===== src/rtl/bank_timing_pkg.sv =====
package bank_timing_pkg;

    typedef enum logic [1:0] {
        CMD_NONE  = 2'd0,
        CMD_OPEN  = 2'd1,
        CMD_READ  = 2'd2,
        CMD_CLOSE = 2'd3
    } bank_cmd_e;

endpackage


===== src/rtl/bank_delay_pick.sv =====
module bank_delay_pick #(
    parameter int NOM_OPEN_CYC  = 50,
    parameter int NOM_CLOSE_CYC = 50,
    parameter int STEP_CYC      = 10,
    parameter int STEP_W        = 3,
    parameter int CNT_W         = 7
) (
    input  logic              slow,
    input  logic [STEP_W-1:0] steps,
    output logic [CNT_W-1:0]  open_dly,
    output logic [CNT_W-1:0]  close_dly
);

    logic [CNT_W-1:0] extra;

    always_comb begin
        extra     = slow ? CNT_W'(steps) * CNT_W'(STEP_CYC) : '0;
        open_dly  = CNT_W'(NOM_OPEN_CYC) + extra;
        close_dly = CNT_W'(NOM_CLOSE_CYC) + extra;
    end

endmodule


===== src/rtl/bank_tracker.sv =====
module bank_tracker #(
    parameter int CNT_W = 7
) (
    input  logic             clk,
    input  logic             rst_n,
    input  logic             open_go,
    input  logic             close_go,
    input  logic [CNT_W-1:0] open_dly,
    input  logic [CNT_W-1:0] close_dly,
    output logic             is_open,
    output logic             is_ready
);

    typedef struct packed {
        logic             open;
        logic [CNT_W-1:0] cnt;
        logic [CNT_W-1:0] close_held;
    } trk_t;

    trk_t st_d, st_q;

    always_comb begin
        st_d = st_q;
        if (st_q.cnt != '0) begin
            st_d.cnt = st_q.cnt - CNT_W'(1);
        end
        if (open_go) begin
            st_d.open       = 1'b1;
            st_d.cnt        = open_dly - CNT_W'(1);
            st_d.close_held = close_dly;
        end else if (close_go) begin
            st_d.open = 1'b0;
            st_d.cnt  = st_q.close_held - CNT_W'(1);
        end
    end

    always_ff @(posedge clk or negedge rst_n) begin
        if (!rst_n) begin
            st_q <= '0;
        end else begin
            st_q <= st_d;
        end
    end

    assign is_open  = st_q.open;
    assign is_ready = (st_q.cnt == '0);

endmodule


===== src/rtl/bank_timing_guard.sv =====
module bank_timing_guard
    import bank_timing_pkg::*;
#(
    parameter int NUM_BANKS     = 4,
    parameter int NOM_OPEN_CYC  = 50,
    parameter int NOM_CLOSE_CYC = 50,
    parameter int STEP_CYC      = 10,
    parameter int STEP_W        = 3,
    localparam int BANK_W  = (NUM_BANKS > 1) ? $clog2(NUM_BANKS) : 1,
    localparam int NOM_MAX = (NOM_OPEN_CYC > NOM_CLOSE_CYC) ? NOM_OPEN_CYC : NOM_CLOSE_CYC,
    localparam int MAX_DLY = NOM_MAX + ((1 << STEP_W) - 1) * STEP_CYC,
    localparam int CNT_W   = $clog2(MAX_DLY + 1)
) (
    input  logic                        clk,
    input  logic                        rst_n,
    input  logic                        req_valid,
    input  logic [1:0]                  req_cmd,
    input  logic [BANK_W-1:0]           req_bank,
    input  logic [NUM_BANKS-1:0]        cfg_slow,
    input  logic [NUM_BANKS*STEP_W-1:0] cfg_steps,
    output logic                        grant,
    output logic                        stall,
    output logic                        reject,
    output logic [NUM_BANKS-1:0]        bank_open,
    output logic [NUM_BANKS-1:0]        bank_ready
);

    bank_cmd_e            cmd;
    logic                 active;
    logic                 legal;
    logic                 sel_open;
    logic                 sel_ready;
    logic [NUM_BANKS-1:0] open_go;
    logic [NUM_BANKS-1:0] close_go;

    always_comb begin
        cmd       = bank_cmd_e'(req_cmd);
        sel_open  = bank_open[req_bank];
        sel_ready = bank_ready[req_bank];
        active    = req_valid && (cmd != CMD_NONE);
        unique case (cmd)
            CMD_OPEN:  legal = !sel_open;
            CMD_READ:  legal = sel_open;
            CMD_CLOSE: legal = sel_open;
            default:   legal = 1'b0;
        endcase
        grant  = active && legal && sel_ready;
        stall  = active && legal && !sel_ready;
        reject = active && !legal;
        for (int b = 0; b < NUM_BANKS; b++) begin
            open_go[b]  = grant && (cmd == CMD_OPEN)  && (req_bank == BANK_W'(b));
            close_go[b] = grant && (cmd == CMD_CLOSE) && (req_bank == BANK_W'(b));
        end
    end

    for (genvar g = 0; g < NUM_BANKS; g++) begin : g_bank
        logic [CNT_W-1:0] open_dly;
        logic [CNT_W-1:0] close_dly;

        bank_delay_pick #(
            .NOM_OPEN_CYC (NOM_OPEN_CYC),
            .NOM_CLOSE_CYC(NOM_CLOSE_CYC),
            .STEP_CYC     (STEP_CYC),
            .STEP_W       (STEP_W),
            .CNT_W        (CNT_W)
        ) u_pick (
            .slow     (cfg_slow[g]),
            .steps    (cfg_steps[g*STEP_W +: STEP_W]),
            .open_dly (open_dly),
            .close_dly(close_dly)
        );

        bank_tracker #(
            .CNT_W(CNT_W)
        ) u_trk (
            .clk      (clk),
            .rst_n    (rst_n),
            .open_go  (open_go[g]),
            .close_go (close_go[g]),
            .open_dly (open_dly),
            .close_dly(close_dly),
            .is_open  (bank_open[g]),
            .is_ready (bank_ready[g])
        );
    end

endmodule


===== config.mk =====
export PLATFORM = sky130hd
export DESIGN_NAME = bank_timing_guard
export DESIGN_NICKNAME = d
export VERILOG_FILES = /design/src/rtl/bank_timing_pkg.sv /design/src/rtl/bank_delay_pick.sv /design/src/rtl/bank_tracker.sv /design/src/rtl/bank_timing_guard.sv
export SDC_FILE = /design/constraint.sdc
export NUM_CORES = 1
export LEC_CHECK = 0
export BUFFER_PORTS_ARGS = -buffer_cell sky130_fd_sc_hd__buf_4
export CORE_ASPECT_RATIO = 0.5
export CORE_MARGIN = 2
export CORE_UTILIZATION = 43
export CTS_BUF_LIST = sky130_fd_sc_hd__clkbuf_8 sky130_fd_sc_hd__clkbuf_16
export DETAILED_ROUTE_END_ITERATION = 12
export PLACE_DENSITY = 0.57
export SLEW_MARGIN = 10
export SYNTH_ARGS = -nofsm -noshare
export SYNTH_HDL_FRONTEND = slang
export SYNTH_HIERARCHICAL = 1
export SYNTH_SLANG_ARGS = --single-unit

===== constraint.sdc =====
create_clock -name clk -period 4.25 [get_ports clk]
set_clock_uncertainty 0.15 [all_clocks]
set_input_delay 0.2125 -clock clk [delete_from_list [all_inputs] [get_ports clk]]
set_output_delay 0.2125 -clock clk [all_outputs]
set_load 0.1 [all_outputs]

==> results of run 1 <==
metrics by stage:
stage                     setup WS [ns]  hold slack, ns   util  cells  instance area, sq um
after floorplan                   0.105          -0.233      -    422                  4320
after global placement            0.731           0.185  0.463    549                  4450
after detailed placement          0.691           0.189  0.463    549                  4450
after CTS                         0.672          0.0989  0.493    565                  4730
after global routing              0.458           0.112  0.493    565                  4730
final                             0.718           0.108  0.493    565                  4730
how the worst max path moves through the flow:
stage                                        start                        to  slack [ns]
final                     g_bank[2].u_trk/st_q[13]  g_bank[2].u_trk/st_q[13]        0.72
after global routing      g_bank[2].u_trk/st_q[13]  g_bank[2].u_trk/st_q[13]        0.46
after CTS                 g_bank[2].u_trk/st_q[13]  g_bank[2].u_trk/st_q[13]        0.67
after detailed placement  g_bank[2].u_trk/st_q[13]  g_bank[2].u_trk/st_q[13]        0.69
after global placement    g_bank[2].u_trk/st_q[13]  g_bank[2].u_trk/st_q[13]        0.73
after floorplan           g_bank[2].u_trk/st_q[13]  g_bank[2].u_trk/st_q[13]        0.11
state kept, by name, indices dropped and copies added, names as in the netlist:
name and flops:
g_bank.u_trk/is_open 4, g_bank.u_trk/st_q 56
power breakdown:
group          switching (mW)  internal [mW]
logic                  0.0710         0.0533
clock network           0.239          0.416
registers                   0          0.572
total                   0.310           1.04
per-layer routing:
layer / GRT usage / up-vias
met1: 0.209 / 1384
met5: 0 / -
met2: 0.278 / 42
met3: 0.0436 / 7
li1: - / 1415
met4: 0.0458 / 0
placed cells by master, fill, tap and decap left out, types with 2 or more instances in the layout:
cell and n:
a21o_1 4, a21oi_1 7, a311oi_2 4, and2_1 12, and2_2 4, and2b_2 4
and3_1 7, buf_4 41, clkbuf_16 9, clkbuf_8 2, clkinv_2 2, conb_1 8
dfrtp_1 60, ha_1 20, inv_1 15, mux2_2 32, mux2_4 9, mux2i_1 25
mux4_2 2, nand2_1 40, nand3_1 6, nand3b_1 2, nand4bb_1 3, nor2_1 27
nor2_2 4, nor3_2 6, nor4_1 4, nor4_4 4, o211ai_1 4, o21ai_0 20
or4_4 4, xnor2_1 28, xor2_1 4
critical path: cells and delay by family, from the launching register on:
family,cells,cell delay (ns)
AND/OR/NAND/NOR,6,1.55
buffers and inverters,1,0.23
XOR/XNOR,1,0.16
multiplexers,2,0.56
adder cells (fa/ha/maj),1,0.25
flip-flops,1,0.39
AO/OA/AOI/OAI,1,0.12
area by class of cell:
cell class                 count  area (sq um)  share of cell area
clock inverter                 4          17.5             0.00370
timing repair buffer          42           318              0.0672
clock buffer                  11           253              0.0534
tap                          135           169              0.0357
inverter                      13          48.8              0.0103
sequential                    60          1500               0.317
multi-input combinational    300          2420               0.512
cell families (layout without fill, tap and decap cells):
| family | count (synthesis) | count (layout) | synth area share |
|---|---|---|---|
| compound gates | 39 | 39 | 0.0593 |
| xor+xnor | 32 | 32 | 0.0651 |
| fa+ha+maj | 20 | 20 | 0.0581 |
| buf+inv | 62 | 70 | 0.0988 |
| flops | 60 | 60 | 0.349 |
| mux | 68 | 68 | 0.184 |
| other cells | 4 | 8 | 0.00348 |
| simple gates | 133 | 133 | 0.183 |
timing repair:
| item | in CTS | in global routing |
|---|---|---|
| resized for setup | 0 | 0 |
| hold endpoints to repair | 60 | 0 |
| hold buffers | 1 | 0 |
==> impl_metrics.py, run 1 <==
metrics = {
    "global_routing": {
        "antenna_found_initial": 0,
        "grt_use_total": 0.162,
        "grt_max_degree": 61,
        "grt_overflow": 0,
        "grt_pass1_wl_um": 14100,
        "grt_pass1_vias": 3024,
    },
    "pwr": {
        "power.total_mw": 1.35,
        "powerDensity_mw_per_mm2": 286,
        "ir_worst_vdd_mv": 0.206,
        "p_leak_nw": 2.03,
    },
    "synthesis": {
        "synth_area_leaders": "dfrtp_1 (35%), mux2_2 (8.4%), ha_1 (5.8%), mux2i_1 (5.8%), xnor2_1 (5.7%)",
        "ys_seq_elements": 60,
        "synthArstFlopShare": 1.00,
        "synth-edff-count": 0,
        "synthMostInstantiatedCell": "dfrtp_1",
        "synth.avg_cell_area_sq_um": 10.3,
        "syn_inst": 418,
        "synth-main-ff-cell": "dfrtp_1",
        "synthTopCellsByCount": "dfrtp_1 (60), nand2_1 (40), buf_4 (32), mux2_2 (32), xnor2_1 (28)",
        "yosys.area.top_type": "dfrtp_1",
        "netlist.area_leader.share": 0.349,
        "netlist_area_sq_mm": 0.00431,
        "yosysWarnings": 6,
        "yosysSeqAreaShare": 0.349,
        "yosysUniqueCellTypes": 38,
    },
    "floorplan": {
        "die_x_um": 146,
        "coreArea_sq_mm": 0.00960,
        "rows": 25,
        "die_y_um": 74.8,
        "die-area_sq_mm": 0.0109,
        "initial_core_util": 0.449,
        "pin_count": 34,
    },
    "final_layout": {
        "areaGrowthSynthToFinish_pct": 9.82,
        "fill_cells": 885,
        "nets": 469,
        "num_antenna_cells": 0,
        "drive_gt1_frac": 0.305,
    },
    "setup_path": {
        "cp.arrival_ns": 3.58,
        "worst-r2r-setup-slack_ns": 0.72,
        "path_class": "flop to flop",
        "timing.rr.end": "g_bank[2].u_trk/st_q[13]",
        "critPathSlowestCell": "or4_4",
        "crit_required_ns": 4.30,
        "cp_cell_sequence": "or4_4, nor4_4, nand2_1, nor4b_2, buf_4, mux2_4, mux2i_1, ha_1, o211ai_1, nor4_1, xnor2_1, nor2_1",
        "critPathMaxStageDelay_ns": 0.55,
        "reg2reg_depth": 12,
        "critPathCaptureType": "flop",
        "start_kind": "flop",
        "r2r_start": "g_bank[2].u_trk/st_q[13]",
        "crit_fanout": 8,
    },
    "run": {
        "drv_cap": 0,
    },
    "routing": {
        "drcViolationCount": 0,
        "wl_per_cell_um": 14.1,
        "routed_via_density": 5.04,
        "m1WireLength_um": 3950,
        "ant_nets": 0,
        "drt-total-wl_um": 7980,
        "drt_pass1_iterations": 5,
        "wl_met3_um": 277,
        "route.met2.wl_um": 3680,
        "dr_total_vias": 2848,
        "drt_iter0_markers": 197,
        "top_layer_used": "met4",
    },
    "clock_tree": {
        "clock-root-buffer": "clkbuf_16",
        "post_cts_buffers": 0,
        "clock-sinks": 60,
        "h-tree-depth": 3,
        "clk_pin_slew_ns": 0.05,
        "cts_tree": "built",
        "cts_buffers": 9,
        "insertion_delay_ns": 0.32,
        "clock_path_buffers": 2,
    },
    "sta": {
        "hold_viol_final": 0,
        "grt_setup_unrepaired": "no",
        "setup_viol": 0,
        "fin_crit_sh": 0.831,
        "setup_tns_ns": 0,
        "slew_violations": 0,
        "max-slew-margin-rel": 0.488,
        "max_freq_mhz": 283,
        "worstMarginPinSlew_ns": 0.768,
        "finalCriticalPeriod_ns": 3.53,
    },
    "worst_hold_path": {
        "worstHoldStart": "cfg_slow[2]",
        "worstHoldEndpoint": "g_bank[2].u_trk/st_q[4]",
        "hp-class": "input pin to flop",
        "hold_path_depth": 3,
    },
    "placement": {
        "gp_congestion": 0.815,
        "io_buffers": 33,
        "dp_hpwl_um": 6000,
    },
    "outcome": {
        "status": "finished, final reports clean",
    },
}
No activity file was read; power rests on OpenSTA's default activity.
==> run 2: changes to the inputs <==
--- a/config.mk
+++ b/config.mk
@@ -11,7 +11,7 @@
 export CORE_UTILIZATION = 43
 export CTS_BUF_LIST = sky130_fd_sc_hd__clkbuf_8 sky130_fd_sc_hd__clkbuf_16
 export DETAILED_ROUTE_END_ITERATION = 12
-export PLACE_DENSITY = 0.57
+export PLACE_DENSITY = 0.6
 export SLEW_MARGIN = 10
 export SYNTH_ARGS = -nofsm -noshare
 export SYNTH_HDL_FRONTEND = slang
==> constraint.sdc (replaced) <==
create_clock -name clk -period 2.88 [get_ports clk]
set_clock_uncertainty 0.15 [all_clocks]
set_input_delay 0.144 -clock clk [delete_from_list [all_inputs] [get_ports clk]]
set_output_delay 0.144 -clock clk [all_outputs]
set_load 0.1 [all_outputs]
==> run 2 against run 1 <==
The flow now finishes with violations (negative setup slack). Die area is the same. Critical path type unchanged. Clock power grew 85%. Global-route usage rose by 1.2 points. Combinational power up 51%. Highest routed layer unchanged. Core utilization up 9.6 points. Final area grew 19%. Final cell count increased by 12%.
==> impl_metrics.py, run 2 (synthesis gave the netlist of run 1 again) <==
metrics = {
    "pwr": {
        "power.total_mw": 2.24,
        "clkPwrFrac": 0.540,
        "seq_power_share": 0.377,
        "net-switching-power_uw": 482,
        "p_leak_nw": 2.46,
        "powerDensity_mw_per_mm2": 397,
        "ir_worst_vdd_mv": 0.232,
        "intPower_mw": 1.76,
        "combinationalPowerShare": 0.084,
        "p_sw_frac": 0.215,
    },
    "outcome": {
        "status": "finished with violations",
        "failed_checks": "negative setup slack",
    },
    "setup_path": {
        "cp_num_buf_inv": 1,
        "cp_top_family": "simple AND/OR/NAND/NOR gates",
        "critPathCaptureType": "flop",
        "path_class": "flop to flop",
        "start_kind": "flop",
        "crit_required_ns": 2.94,
        "critPathSlowestCell": "or4_4",
        "cp.arrival_ns": 3.22,
        "cp_cell_sequence": "or4_4, nor4_4, nand3b_1, nor3_2, buf_4, mux2_4, nand2_2, and2_1, ha_2, o211ai_1, nor4_2, xnor2_1, nor2_1",
        "crit_fanout": 4,
        "critPathMaxStageDelay_ns": 0.53,
    },
    "global_routing": {
        "antenna_found_initial": 0,
        "grt_pass1_vias": 3174,
        "grt_max_degree": 61,
        "grt_pass1_wl_um": 15100,
        "grt_use_total": 0.174,
        "grt_overflow": 0,
    },
    "placement": {
        "gp_congestion": 0.803,
        "io_buffers": 33,
        "post-place-ws_ns": -0.307,
        "dp_hpwl_um": 6120,
        "dp_cells": 601,
    },
    "final_layout": {
        "num_antenna_cells": 0,
        "areaGrowthSynthToFinish_pct": 31.2,
        "final_cell_mix": "buf_4 (101), dfrtp_1 (60), nand2_1 (39)",
        "regArea_sq_mm": 0.00150,
        "registers.top_by_ff_count": "g_bank.u_trk/st_q",
        "nets": 538,
        "fill_cells": 812,
        "multi_input_area_sq_mm": 0.00273,
        "final_common_cell": "buf_4",
        "largest_reg_flops": 56,
        "stdcell_count": 635,
        "drive_gt1_frac": 0.462,
    },
    "floorplan": {
        "die_y_um": 74.8,
        "initial_core_util": 0.449,
        "die-area_sq_mm": 0.0109,
        "rows": 25,
        "pin_count": 34,
        "die_x_um": 146,
        "coreArea_sq_mm": 0.00960,
    },
    "clock_tree": {
        "h-tree-depth": 3,
        "clock-sinks": 60,
        "clock_path_buffers": 2,
        "clk_pin_slew_ns": 0.05,
        "cts_tree": "built",
        "clock-root-buffer": "clkbuf_16",
        "insertion_delay_ns": 0.33,
        "cts_buffers": 9,
    },
    "routing": {
        "drt_iter0_markers": 182,
        "routed_via_density": 4.92,
        "drcViolationCount": 0,
        "drt-total-wl_um": 8810,
        "drt_pass1_iterations": 4,
        "wl_per_cell_um": 13.9,
        "ant_nets": 0,
        "dr_total_vias": 3123,
    },
    "sta": {
        "setup_viol": 17,
        "slew_violations": 0,
        "worstMarginPinSlew_ns": 0.775,
        "layout_setup_ws_ns": -0.280,
        "hold_slack_ns": 0.0220,
        "max-slew-margin-rel": 0.484,
        "fin_crit_sh": 1.10,
        "setup_tns_ns": -2.58,
        "grt_setup_unrepaired": "yes",
        "max_freq_mhz": 316,
        "hold_viol_final": 0,
        "finalCriticalPeriod_ns": 3.16,
    },
    "worst_hold_path": {
        "hp-class": "input pin to flop",
    },
    "run": {
        "drv_cap": 0,
    },
}
-- run 2: cell types whose count changed in the layout (fill, tap and decap cells not counted), moves of 5 or more --
cell	before	now
buf_6	0	7
o21ai_0	20	14
mux2_2	32	7
buf_4	41	101
mux2_4	9	34
o21ai_1	0	5
mux2i_1	25	19
-- run 2: power groups by stage --
stage	combinational, mW	clock [mW]	sequential, mW
global placement	0.186	0	0.858
detailed placement	0.186	0	0.858
finish	0.187	1.21	0.844
CTS	0.190	1.23	0.844
global route	0.213	1.27	0.843
floorplan	0.167	0	0.859
-- run 2: timing repair --
action	4_1_cts	5_1_grt
pin swaps	13	9
hold buffers	1	0
gates resized for setup	31	17
endpoints found under the setup margin	18	21
setup buffers	12	8
hold endpoints to repair	60	0
cloned	0	1
-- run 2: worst paths after layout --
kind	start	to	slack [ns]	cells past startpoint
max reg2reg	g_bank[1].u_trk/st_q[10]	g_bank[1].u_trk/st_q[13]	-0.28	13
max in group asynchronous	rst_n	g_bank[0].u_trk/st_q[6]	1.77	2
min in group asynchronous	rst_n	g_bank[3].u_trk/st_q[2]	0.28	2
min reg2reg	g_bank[3].u_trk/st_q[6]	g_bank[3].u_trk/st_q[6]	0.36	1
min	cfg_slow[3]	g_bank[3].u_trk/st_q[5]	0.02	3
max	g_bank[1].u_trk/st_q[10]	g_bank[1].u_trk/st_q[13]	-0.28	13
-- run 2: worst reg2reg max path, cell delays in order, from the launching register on --
cell and delay [ns]:
dfrtp_1 0.39, or4_4 0.53, nor4_4 0.20, nand3b_1 0.15, nor3_2 0.13, buf_4 0.16
mux2_4 0.30, nand2_2 0.07, and2_1 0.13, ha_2 0.19, o211ai_1 0.13, nor4_2 0.27
xnor2_1 0.17, nor2_1 0.06
-- run 2: metal layers --
layer,share of wire,GRT usage,vias up
li1,-,-,1557
met1,0.50,0.228,1517
met2,0.46,0.293,41
met3,0.032,0.0479,8
met4,0.0096,0.0458,0
met5,0,0,-
-- run 2: layout make-up --
type | count | area share
tap | 135 | 0.0299
multi-input combinational | 300 | 0.483
timing repair buffer | 111 | 0.154
clock buffer | 9 | 0.0398
inverter | 13 | 0.00863
sequential | 60 | 0.266
clock inverter | 7 | 0.0190
-- run 2: through the flow --
stage                      util  instance area, sq um
after CTS                 0.573                  5500
after detailed placement  0.518                  4970
after floorplan               -                  4510
after global placement    0.518                  4970
after global routing      0.589                  5650
final                     0.589                  5650
==> run 3: changes to the inputs <==
--- a/config.mk
+++ b/config.mk
@@ -5,13 +5,15 @@
 export SDC_FILE = /design/constraint.sdc
 export NUM_CORES = 1
 export LEC_CHECK = 0
+export ABC_AREA = 1
 export BUFFER_PORTS_ARGS = -buffer_cell sky130_fd_sc_hd__buf_4
 export CORE_ASPECT_RATIO = 0.5
 export CORE_MARGIN = 2
 export CORE_UTILIZATION = 43
 export CTS_BUF_LIST = sky130_fd_sc_hd__clkbuf_8 sky130_fd_sc_hd__clkbuf_16
 export DETAILED_ROUTE_END_ITERATION = 12
-export PLACE_DENSITY = 0.6
+export HOLD_SLACK_MARGIN = 0.03
+export PLACE_DENSITY = 0.57
 export SLEW_MARGIN = 10
 export SYNTH_ARGS = -nofsm -noshare
 export SYNTH_HDL_FRONTEND = slang
==> constraint.sdc (replaced) <==
create_clock -name clk -period 3.5 [get_ports clk]
set_clock_uncertainty 0.15 [all_clocks]
set_input_delay 0.175 -clock clk [delete_from_list [all_inputs] [get_ports clk]]
set_output_delay 0.175 -clock clk [all_outputs]
set_load 0.1 [all_outputs]
==> run 3 against run 2 <==
The run now ends clean. Sequential cell count unchanged. Sequential share of layout area up 0.80 points. Total power up 60%. Final cell count up 31%. Sequential power up 24%. Critical path depth up 5. Clock-buffer cell count up 3. Non-clock buffer count down 67. Worst hold slack better by 0.012 ns. Largest cell class unchanged.
==> impl_metrics.py, run 3 <==
metrics = {
    "outcome": {
        "status": "finished, final reports clean",
    },
    "pwr": {
        "p_leak_nw": 2.94,
        "powerDensity_mw_per_mm2": 652,
        "ir_worst_vdd_mv": 0.239,
    },
    "worst_hold_path": {
        "hp-class": "input pin to flop",
        "worstHoldStart": "cfg_steps[0]",
        "hold_path_depth": 4,
        "worstHoldEndpoint": "g_bank[0].u_trk/st_q[1]",
    },
    "synthesis": {
        "synth-main-ff-cell": "dfrtp_1",
        "netlist.area_leader.share": 0.306,
        "syn_inst": 678,
        "yosysSeqAreaShare": 0.306,
        "synthMostInstantiatedCell": "nand2_1",
        "netlist_area_sq_mm": 0.00491,
        "yosysWarnings": 6,
        "synth-edff-count": 0,
        "synthTopCellsByCount": "nand2_1 (272), dfrtp_1 (60), inv_1 (43), nor2_1 (43), nand2_2 (41)",
        "yosysUniqueCellTypes": 31,
        "synth_area_leaders": "dfrtp_1 (31%), nand2_1 (21%), nand2_2 (5.2%), ha_1 (5.1%), buf_4 (4.9%)",
        "synth.avg_cell_area_sq_um": 7.24,
        "synthArstFlopShare": 1.00,
        "ys_seq_elements": 60,
        "yosys.area.top_type": "dfrtp_1",
    },
    "final_layout": {
        "finish.utilization": 0.497,
        "num_antenna_cells": 0,
        "nets": 728,
        "final_cell_mix": "nand2_1 (266), dfrtp_1 (60), nand2_2 (47)",
        "largest_reg_flops": 56,
        "areaGrowthSynthToFinish_pct": 11.7,
        "drive_gt1_frac": 0.274,
        "registers.top_by_ff_count": "g_bank.u_trk/st_q",
        "stdcell_count": 835,
        "final_common_cell": "nand2_1",
    },
    "setup_path": {
        "timing.rr.end": "g_bank[0].u_trk/st_q[13]",
        "reg2reg_depth": 18,
        "critPathCaptureType": "flop",
        "worst-r2r-setup-slack_ns": 0.53,
        "r2r_start": "g_bank[2].u_trk/st_q[9]",
        "start_kind": "flop",
        "cp.arrival_ns": 3.08,
        "crit_fanout": 13,
        "crit_required_ns": 3.61,
        "path_class": "flop to flop",
    },
    "sta": {
        "finalCriticalPeriod_ns": 2.97,
        "worstMarginPinSlew_ns": 0.787,
        "fin_crit_sh": 0.848,
        "setup_viol": 0,
        "hold_viol_final": 0,
        "grt_setup_unrepaired": "no",
        "max-slew-margin-rel": 0.475,
        "slew_violations": 0,
        "max_freq_mhz": 337,
    },
    "global_routing": {
        "antenna_found_initial": 0,
        "grt_use_total": 0.179,
        "grt_max_degree": 61,
        "grt_pass1_vias": 3618,
        "grt_overflow": 0,
        "grt_pass1_wl_um": 17400,
    },
    "placement": {
        "dp_hpwl_um": 7560,
        "io_buffers": 33,
        "dp_cells": 817,
        "gp_congestion": 0.827,
    },
    "floorplan": {
        "die_y_um": 79.6,
        "die-area_sq_mm": 0.0123,
        "die_x_um": 155,
        "rows": 27,
        "initial_core_util": 0.445,
        "coreArea_sq_mm": 0.0110,
        "pin_count": 34,
    },
    "clock_tree": {
        "clk_pin_slew_ns": 0.05,
        "cts_tree": "built",
        "cts_buffers": 9,
        "post_cts_buffers": 0,
        "cts_resized": 0,
        "h-tree-depth": 3,
        "insertion_delay_ns": 0.33,
        "clock-sinks": 60,
        "clock-root-buffer": "clkbuf_16",
        "clock_path_buffers": 2,
    },
    "routing": {
        "routed_via_density": 4.61,
        "dr_total_vias": 3850,
        "drt_iter0_markers": 229,
        "ant_nets": 0,
        "drcViolationCount": 0,
        "wl_per_cell_um": 11.9,
        "drt-total-wl_um": 9920,
        "drt_pass1_iterations": 4,
    },
    "run": {
        "drv_cap": 0,
    },
}
## run 3: changes by cell type in the layout (fill, tap and decap cells not counted), sizes merged, moves of 16 or more
cell	change
nand4	+18
and2	-16
nor2	+33
mux2	-37
inv	+46
buf	-68
xnor2	-24
mux2i	-21
nand2	+285
## run 3: critical path: stages, from the launching register on
cell and delay (ns):
dfrtp_1 0.39, nor2_1 0.10, nand2_1 0.10, nor4_4 0.30
nand3b_1 0.17, o21ai_2 0.07, nor2_2 0.16, nand4_2 0.16
nor2_1 0.27, buf_4 0.22, inv_4 0.09, nand2_1 0.08
nand2_1 0.09, inv_1 0.11, ha_4 0.16, nand3_2 0.07
nand2_1 0.06, nand2_1 0.05, nor2_1 0.10
## run 3: how the worst max path moves through the flow
stage / to / slack [ns] / depth (start not counted) / startpoint
global route: g_bank[1].u_trk/st_q[13] / 0.28 / 18 / g_bank[2].u_trk/st_q[9]
floorplan: g_bank[0].u_trk/st_q[13] / -0.04 / 17 / g_bank[2].u_trk/st_q[7]
detailed placement: g_bank[0].u_trk/st_q[13] / 0.53 / 18 / g_bank[2].u_trk/st_q[7]
CTS: g_bank[0].u_trk/st_q[13] / 0.49 / 18 / g_bank[2].u_trk/st_q[9]
finish: g_bank[0].u_trk/st_q[13] / 0.53 / 18 / g_bank[2].u_trk/st_q[9]
global placement: g_bank[0].u_trk/st_q[13] / 0.63 / 18 / g_bank[2].u_trk/st_q[9]
## run 3: routing by layer
| layer | vias to the layer above | track usage | part of all wire |
|---|---|---|---|
| met5 | - | 0 | 0 |
| met4 | 0 | 0.0574 | 0.013 |
| met3 | 11 | 0.0418 | 0.035 |
| met2 | 50 | 0.280 | 0.43 |
| met1 | 1721 | 0.245 | 0.52 |
| li1 | 2068 | - | - |
## run 3: cells by family (layout without fill, tap and decap cells)
group | count (synthesis) | in the layout | share of synthesized area
and+or+nand+nor | 430 | 430 | 0.410
DFF | 60 | 60 | 0.306
adders and majority gates | 20 | 20 | 0.0510
xor gates and xnor gates | 12 | 12 | 0.0275
buffers and inverters | 113 | 121 | 0.140
AOI/OAI and AO/OA | 31 | 31 | 0.0349
other | 4 | 8 | 0.00306
muxes | 8 | 8 | 0.0275
## run 3: stage by stage
step                total power, mW  worst slack, ns  instance area, sq um  hold slack [ns]  setup TNS [ns]
floorplan                      2.33          -0.0357                  5070           -0.271          -0.192
global placement               2.58            0.629                  5130            0.167               0
detailed placement             2.60            0.531                  5130            0.166               0
CTS                            3.61            0.489                  5490           0.0311               0
global route                   3.88            0.278                  5490           0.0588               0
finish                         3.58            0.532                  5490           0.0337               0
## run 3: power breakdown
part	internal, mW	switching (mW)
logic	0.585	0.955
registers	0.890	0.161
clock network	0.678	0.309
## run 3: final cells by class
type,count,area [sq um]
timing repair buffer,44,335
inverter,61,256
tap,145,181
fill,1109,5560
clock inverter,4,70.1
clock buffer,12,267
sequential,60,1500
multi-input combinational,509,2880
## run 3: timing repair
action,4_1_cts,5_1_grt
setup endpoints to repair,0,0
hold buffers,2,0
endpoints found under the hold margin,61,0
